--- config.mk ---
export PLATFORM = sky130hd
export DESIGN_NAME = twm_slave
export DESIGN_NICKNAME = d
export VERILOG_FILES = /design/src/rtl/twm_pkg.sv /design/src/rtl/twm_dpath.sv /design/src/rtl/twm_ctrl.sv /design/src/rtl/twm_slave.sv
export SDC_FILE = /design/constraint.sdc
export NUM_CORES = 1
export LEC_CHECK = 0
export ABC_AREA = 0
export BUFFER_PORTS_ARGS = -buffer_cell sky130_fd_sc_hd__buf_2
export CAP_MARGIN = 30
export CORE_AREA = 2 2 74 76
export DETAILED_ROUTE_END_ITERATION = 8
export DIE_AREA = 0 0 76 78
export GPL_TIMING_DRIVEN = 0
export MAX_ROUTING_LAYER = met4
export PLACE_DENSITY = 0.83
export SLEW_MARGIN = 25
export SYNTH_ARGS = -nofsm -noshare
export SYNTH_HDL_FRONTEND = slang
export SYNTH_SLANG_ARGS = --single-unit
--- constraint.sdc ---
create_clock -name clk -period 1.7 [get_ports clk]
set_input_delay 0 -clock clk [delete_from_list [all_inputs] [get_ports clk]]
set_output_delay 0 -clock clk [all_outputs]
set_load 0.01 [all_outputs]
--- src/rtl/twm_pkg.sv ---
package twm_pkg;

  typedef enum logic [2:0] {
    ST_IDLE,
    ST_DEV,
    ST_AHI,
    ST_ALO,
    ST_DROP,
    ST_TX
  } busState_t;

  // strobes from control to datapath
  typedef struct packed {
    logic rxShift;
    logic cntUp;
    logic cntClr;
    logic txLoad;
    logic txShift;
    logic hiLoad;
    logic ptrLoad;
    logic ptrInc;
    logic ackCapture;
    logic ackDrive;
    logic relSda;
  } strobe_t;

  // bus events seen by the datapath
  typedef struct packed {
    logic sclRise;
    logic sclFall;
    logic startSeen;
    logic stopSeen;
  } busEvt_t;

endpackage

--- src/rtl/twm_dpath.sv ---
module twm_dpath
  import twm_pkg::*;
#(
  parameter int ADDR_W      = 15,
  parameter int SYNC_STAGES = 2
) (
  input  logic              clk,
  input  logic              rstN,
  input  logic              sclIn,
  input  logic              sdaIn,
  input  strobe_t           stb,
  input  logic [7:0]        memRdData,
  output busEvt_t           evt,
  output logic              bitCnt8,
  output logic [7:0]        rxByte,
  output logic              masterAck,
  output logic              sdaOe,
  output logic [ADDR_W-1:0] ptr
);

  localparam int CNT_W = 4;
  localparam int HI_W  = ADDR_W - 8;

  logic [SYNC_STAGES-1:0] sclSync, sdaSync;
  logic sclD, sdaD, sclQ, sdaQ;
  logic [CNT_W-1:0] bitCnt;
  logic [7:0] rxSh;
  logic [6:0] txSh;
  logic [HI_W-1:0] hiReg;

  assign sclQ = sclSync[SYNC_STAGES-1];
  assign sdaQ = sdaSync[SYNC_STAGES-1];

  always_ff @(posedge clk) begin
    if (!rstN) begin
      sclSync <= '1;
      sdaSync <= '1;
      sclD    <= 1'b1;
      sdaD    <= 1'b1;
    end else begin
      sclSync <= {sclSync[SYNC_STAGES-2:0], sclIn};
      sdaSync <= {sdaSync[SYNC_STAGES-2:0], sdaIn};
      sclD    <= sclQ;
      sdaD    <= sdaQ;
    end
  end

  always_comb begin
    evt.sclRise   = sclQ & ~sclD;
    evt.sclFall   = ~sclQ & sclD;
    evt.startSeen = sclQ & sclD & sdaD & ~sdaQ;
    evt.stopSeen  = sclQ & sclD & ~sdaD & sdaQ;
  end

  assign bitCnt8 = (bitCnt == CNT_W'(8));
  assign rxByte  = rxSh;

  always_ff @(posedge clk) begin
    if (!rstN) begin
      bitCnt    <= '0;
      rxSh      <= '0;
      txSh      <= '0;
      hiReg     <= '0;
      ptr       <= '0;
      masterAck <= 1'b0;
      sdaOe     <= 1'b0;
    end else begin
      if (stb.cntClr)      bitCnt <= '0;
      else if (stb.cntUp)  bitCnt <= bitCnt + 1'b1;

      if (stb.rxShift)     rxSh <= {rxSh[6:0], sdaQ};
      if (stb.hiLoad)      hiReg <= rxSh[HI_W-1:0];

      if (stb.ptrLoad)     ptr <= {hiReg, rxSh};
      else if (stb.ptrInc) ptr <= ptr + 1'b1;

      if (stb.txLoad)       txSh <= memRdData[6:0];
      else if (stb.txShift) txSh <= {txSh[5:0], 1'b0};

      if (stb.ackCapture)  masterAck <= ~sdaQ;

      if (stb.txLoad)        sdaOe <= ~memRdData[7];
      else if (stb.txShift)  sdaOe <= ~txSh[6];
      else if (stb.ackDrive) sdaOe <= 1'b1;
      else if (stb.relSda)   sdaOe <= 1'b0;
    end
  end


  oe_rise_scl_low_chk: assert property (@(posedge clk) disable iff (!rstN)
    $rose(sdaOe) |-> !sclQ);


  bitcnt_range_chk: assert property (@(posedge clk) disable iff (!rstN)
    bitCnt <= CNT_W'(8));

endmodule

--- src/rtl/twm_ctrl.sv ---
module twm_ctrl
  import twm_pkg::*;
#(
  parameter logic [3:0] DEV_TYPE = 4'b1010
) (
  input  logic       clk,
  input  logic       rstN,
  input  busEvt_t    evt,
  input  logic       bitCnt8,
  input  logic [7:0] rxByte,
  input  logic       masterAck,
  input  logic [2:0] devSel,
  output strobe_t    stb,
  output busState_t  state
);

  busState_t stateNxt;
  logic inAck, inAckNxt;
  logic devHit;

  assign devHit = (rxByte[7:4] == DEV_TYPE) && (rxByte[3:1] == devSel);

  always_comb begin
    stb      = '0;
    stateNxt = state;
    inAckNxt = inAck;
    if (evt.stopSeen) begin
      stateNxt   = ST_IDLE;
      inAckNxt   = 1'b0;
      stb.cntClr = 1'b1;
      stb.relSda = 1'b1;
    end else if (evt.startSeen) begin
      stateNxt   = ST_DEV;
      inAckNxt   = 1'b0;
      stb.cntClr = 1'b1;
      stb.relSda = 1'b1;
    end else begin
      case (state)
        ST_DEV, ST_AHI, ST_ALO: begin
          if (!inAck) begin
            if (evt.sclRise && !bitCnt8) begin
              stb.rxShift = 1'b1;
              stb.cntUp   = 1'b1;
            end
            if (evt.sclFall && bitCnt8) begin
              if (state == ST_DEV && !devHit) begin
                stateNxt   = ST_IDLE;
                stb.cntClr = 1'b1;
              end else begin
                stb.ackDrive = 1'b1;
                stb.hiLoad   = (state == ST_AHI);
                inAckNxt     = 1'b1;
              end
            end
          end else if (evt.sclFall) begin
            inAckNxt   = 1'b0;
            stb.cntClr = 1'b1;
            if (state == ST_DEV) begin
              if (rxByte[0]) begin
                stateNxt   = ST_TX;
                stb.txLoad = 1'b1;
              end else begin
                stateNxt   = ST_AHI;
                stb.relSda = 1'b1;
              end
            end else if (state == ST_AHI) begin
              stateNxt   = ST_ALO;
              stb.relSda = 1'b1;
            end else begin
              stateNxt    = ST_DROP;
              stb.ptrLoad = 1'b1;
              stb.relSda  = 1'b1;
            end
          end
        end
        ST_TX: begin
          if (!inAck) begin
            if (evt.sclRise && !bitCnt8) stb.cntUp = 1'b1;
            if (evt.sclFall) begin
              if (bitCnt8) begin
                stb.relSda = 1'b1;
                stb.ptrInc = 1'b1;
                inAckNxt   = 1'b1;
              end else begin
                stb.txShift = 1'b1;
              end
            end
          end else begin
            if (evt.sclRise) stb.ackCapture = 1'b1;
            if (evt.sclFall) begin
              inAckNxt   = 1'b0;
              stb.cntClr = 1'b1;
              if (masterAck) stb.txLoad = 1'b1;
              else           stateNxt   = ST_IDLE;
            end
          end
        end
        default: ;
      endcase
    end
  end

  always_ff @(posedge clk) begin
    if (!rstN) begin
      state <= ST_IDLE;
      inAck <= 1'b0;
    end else begin
      state <= stateNxt;
      inAck <= inAckNxt;
    end
  end


  ack_active_chk: assert property (@(posedge clk) disable iff (!rstN)
    inAck |-> (state != ST_IDLE && state != ST_DROP));

endmodule

--- src/rtl/twm_slave.sv ---
module twm_slave
  import twm_pkg::*;
#(
  parameter int         ADDR_W      = 15,
  parameter int         SYNC_STAGES = 2,
  parameter logic [3:0] DEV_TYPE    = 4'b1010
) (
  input  logic              clk,
  input  logic              rstN,
  input  logic              sclIn,
  input  logic              sdaIn,
  input  logic [2:0]        devSel,
  input  logic [7:0]        memRdData,
  output logic              sdaOe,
  output logic [ADDR_W-1:0] memAddr
);

  strobe_t   stb;
  busEvt_t   evt;
  busState_t busState;
  logic      bitCnt8;
  logic      masterAck;
  logic [7:0] rxByte;

  twm_ctrl #(.DEV_TYPE(DEV_TYPE)) uCtrl (
    .clk      (clk),
    .rstN     (rstN),
    .evt      (evt),
    .bitCnt8  (bitCnt8),
    .rxByte   (rxByte),
    .masterAck(masterAck),
    .devSel   (devSel),
    .stb      (stb),
    .state    (busState)
  );

  twm_dpath #(.ADDR_W(ADDR_W), .SYNC_STAGES(SYNC_STAGES)) uDpath (
    .clk      (clk),
    .rstN     (rstN),
    .sclIn    (sclIn),
    .sdaIn    (sdaIn),
    .stb      (stb),
    .memRdData(memRdData),
    .evt      (evt),
    .bitCnt8  (bitCnt8),
    .rxByte   (rxByte),
    .masterAck(masterAck),
    .sdaOe    (sdaOe),
    .ptr      (memAddr)
  );


  ptr_hold_chk: assert property (@(posedge clk) disable iff (!rstN)
    !$stable(memAddr) |-> ($past(busState) == ST_ALO || $past(busState) == ST_TX));


  ptr_step_chk: assert property (@(posedge clk) disable iff (!rstN)
    ($past(busState) == ST_TX && !$stable(memAddr)) |->
      memAddr == ADDR_W'($past(memAddr) + 1'b1));


  idle_release_chk: assert property (@(posedge clk) disable iff (!rstN)
    (busState == ST_IDLE || busState == ST_DROP) |-> !sdaOe);

endmodule

==> out/results.tsv <==
stage	metric	value	unit
run_status	status	complete, but fails checks	
run_status	failing checks	setup timing	
route	final wirelength	7.45	mm
global_routing	first-pass GRT wire length	10.4	mm
finish	most frequent cells in the layout	40 x dfxtp_1, 35 x nor2_1, 31 x buf_2	
finish	Layout Utilization	70.2	%
placement	sum of net half-perimeters after detailed placement	4.22	mm
sta	Final setup viols	11	
route	DRT Pass-1 Iters	5	
power	VDD IR max	0.000621	V
floorplanning	core area	0.00504	mm2
power	share of power burned in registers	50.3	%
finish	Layout fillers	323	
global_routing	initial antenna violation count	0	
clock_tree	H-Tree Level Count	2	
global_routing	number of global-route vias before repair	2202	
placement	Final Wtd Congestion	0.899	
floorplanning	Die ar.	0.00593	mm2
route	DR DRC count	0	
floorplanning	Top-Level Pins	31	
floorplanning	Die Y	78	um
sta	Final WS setup	-0.114	ns
power	Clk network pwr share	40.3	%
placement	Port Buffer Count	30	
global_routing	grt total ovfl	0	
power	share of total power in combinational logic	9.4	%
route	vias	2633	
global_routing	largest net degree at the start of global routing	17	
route	Antenna Violating Nets Remaining	0	
finish	share of layout cells above drive strength 1	32.0	%
synth	YS warnings	0	
finish	area grow syn2layout	35.9	%
setup_path	Startpoint Class	flip-flop	
power	Sw Pwr	0.561	mW
finish	flip-flop and latch area	0.00108	mm2
sta	Pins Over Slew Limit	0	
synth	post-synthesis async set-or-reset flop share	0	%
floorplanning	Die Wd	76	um
sta	fmax	551	MHz
synth	Cells after Synth	303	
sta	WHS	0.399	ns
setup_path	crit path DAT	2.03	ns
setup_path	WP depth	7	
finish	ant diodes	0	
setup_path	WP data required	1.91	ns
power	Power Total	2.50	mW
power	P per Cell Area	707	mW/mm2
setup_path	path depth of the worst reg2reg path	7	
run	number of max-cap violations	0	
finish	fin nets	389	
clock_tree	root buffer cell	clkbuf_8	
route	initial DRC count	235	
clock_tree	clock-pin slew on the worst setup and hold paths	0.09	ns
route	post-DR vias/cell	5.96	
floorplanning	Starting Density	51.7	%
synth	Yosys cell types	51	
sta	Fin. Hold Viols	0	
setup_path	slowest stage delay, CP	0.44	ns
synth	syn avg cell area	8.60	um2
synth	area of the mapped netlist	0.00261	mm2
clock_tree	TritonCTS clock tree	built	
hold_path	Hold Crit Class	input port to flip-flop	
sta	clk_skew	0.00805	ns
global_routing	Total GRT Usage	22.3	%
sta	worst slew margin relative to its limit	58.8	%
synth	dominant synthesized flop cell	dfxtp_1	
power	Power Internal	1.94	mW
power	leak pwr	1.33	nW
setup_path	Buf/Inv on CP	1	
hold_path	startpoint of the worst hold path	devSel[2]	
setup_path	RR Startpoint	uDpath.bitCnt[0]	
setup_path	crit path cell chain	inv_2 -> ha_4 -> and3b_2 -> nand3_4 -> or4_4 -> and3_1 -> o21a_1	
finish	fin cells	442	
setup_path	worst-path maximum fanout	4	
synth	syn nets	321	
setup_path	Worst Setup End Kind	flip-flop	
floorplanning	Site Rows	26	
power	switching share of total power	22.4	%
clock_tree	Max Buffers Root-to-Sink	2	
setup_path	CP delay by family, top	simple AND/OR/NAND/NOR gates	
sta	worst slew pin tran	0.612	ns
clock_tree	TritonCTS buffer count	5	
setup_path	r2r setup slk	-0.11	ns
sta	TNS Setup	-0.454	ns
sta	RSZ-0062 raised after global routing	yes	
sta	final worst path period share	107	%
route	drt wl/cell	16.9	um
setup_path	Critical-path top delay cell	or4_4	
placement	placed instance count	403	
finish	commonest non-fill, non-tap cell in the layout	dfxtp_1	
clock_tree	clock latency on the worst-skew pair	0.31	ns
clock_tree	CTS Sinks	53	
sta	shortest period the worst path allows	1.81	ns
setup_path	Crit Path Category	flip-flop to flip-flop	
setup_path	crit path launch	uDpath.bitCnt[0]	
synth	Seq/Total Area, Yosys	40.7	%
hold_path	WHS Path Cells	6	
finish	multi-input logic area	0.00166	mm2
synth	Post-synth EDFFs	0	
synth	number of synthesized register bits	53	
registers in the layout, summed over array words and instances, names as in the netlist:
name / flops
uCtrl.inAck: 1
uCtrl.state: 3
uDpath.bitCnt: 4
uDpath.hiReg: 7
uDpath.masterAck: 1
uDpath.ptr: 15
uDpath.rxByte: 8
uDpath.sclD: 1
uDpath.sclSync: 2
uDpath.sdaD: 1
uDpath.sdaOe: 1
uDpath.sdaSync: 2
uDpath.txSh: 7
metal layers:
metal	vias up	track usage, %	share of wire (%)
li1	1232	-	-
met1	1239	27.5	42
met2	133	36.1	48
met3	29	4.88	6.6
met4	0	8.73	3.2
met5	-	-	0
per-stage QoR:
step           worst slack [ns]  area [um2]
2_1_floorplan           -0.0832        2620
3_3_place_gp             -0.316        2860
3_5_place_dp             -0.341        2860
4_1_cts                 -0.0863        3260
5_1_grt                  -0.172        3540
6_report                 -0.114        3540
kinds of logic (layout without fill, tap and decap cells):
kind of cell,count (synthesis),in the layout,share of synthesized area (%)
compound gates,64,64,16.2
buf+inv,23,92,3.84
fa+ha+maj,3,3,1.44
flops,53,53,40.7
mux,19,19,7.39
xor+xnor,9,9,3.02
simple gates,132,132,27.4
area by class of cell:
class | count | area share (%)
Buffer | 12 | 2.68
Sequential cell | 53 | 30.6
Clock buffer | 5 | 1.94
Clock inverter | 3 | 1.84
Timing Repair Buffer | 63 | 12.7
Tap cell | 70 | 2.47
Inverter | 9 | 0.954
Multi-Input combinational cell | 227 | 46.8
synthesized netlist by cell type (2+ instances only):
cell type | instances | area share [%]
a211oi_1 | 3 | 0.86
and3_1 | 9 | 2.2
and3b_1 | 3 | 1.0
buf_4 | 2 | 0.58
nand3b_1 | 2 | 0.58
or3_1 | 6 | 1.4
nor3_2 | 2 | 0.77
ha_1 | 3 | 1.4
dfxtp_1 | 53 | 41
buf_2 | 5 | 0.96
a311oi_1 | 6 | 2.0
mux2_2 | 2 | 0.86
a22oi_1 | 4 | 1.2
nand3_1 | 10 | 1.9
nor3_1 | 2 | 0.38
nor4_1 | 2 | 0.48
xor2_1 | 5 | 1.7
nor2_1 | 36 | 5.2
a32oi_1 | 4 | 1.3
o21a_1 | 5 | 1.4
clkbuf_1 | 7 | 1.0
a31oi_1 | 5 | 1.2
nand4_1 | 5 | 1.2
mux2i_1 | 17 | 6.5
and2_1 | 3 | 0.72
a21oi_1 | 16 | 3.1
inv_1 | 8 | 1.2
nand2b_1 | 12 | 2.9
o21ai_0 | 14 | 2.7
nand2_1 | 28 | 4.0
xnor2_1 | 4 | 1.3
power by group through the flow:
stage          Sequential (mW)  Clock, mW  Combinational, mW
2_1_floorplan             1.29          0              0.108
3_3_place_gp              1.29          0              0.149
3_5_place_dp              1.29          0              0.150
4_1_cts                   1.26       1.02              0.180
6_report                  1.26       1.01              0.235
5_1_grt                   1.26       1.07              0.251
final timing paths:
kind                             to
setup / recovery     uDpath.ptr[11]
hold / removal         uDpath.sdaOe
setup reg to reg     uDpath.ptr[11]
hold reg to reg   uDpath.sclSync[1]
tightest hold or removal path, delay by kind of cell:
kind | cells | cell delay (ns)
AO/OA/AOI/OAI | 2 | 0.20
buffers and inverters | 1 | 0.11
XOR/XNOR | 1 | 0.17
AND/OR/NAND/NOR | 2 | 0.19
repair_timing:
action,in CTS,in global routing
hold buffers,11,0
setup buffers,7,15
endpoints found under the setup margin,41,45
resized for setup,27,43
endpoints found under the hold margin,11,0
pin swaps,5,17
No activity file was read; power rests on OpenSTA's default activity.
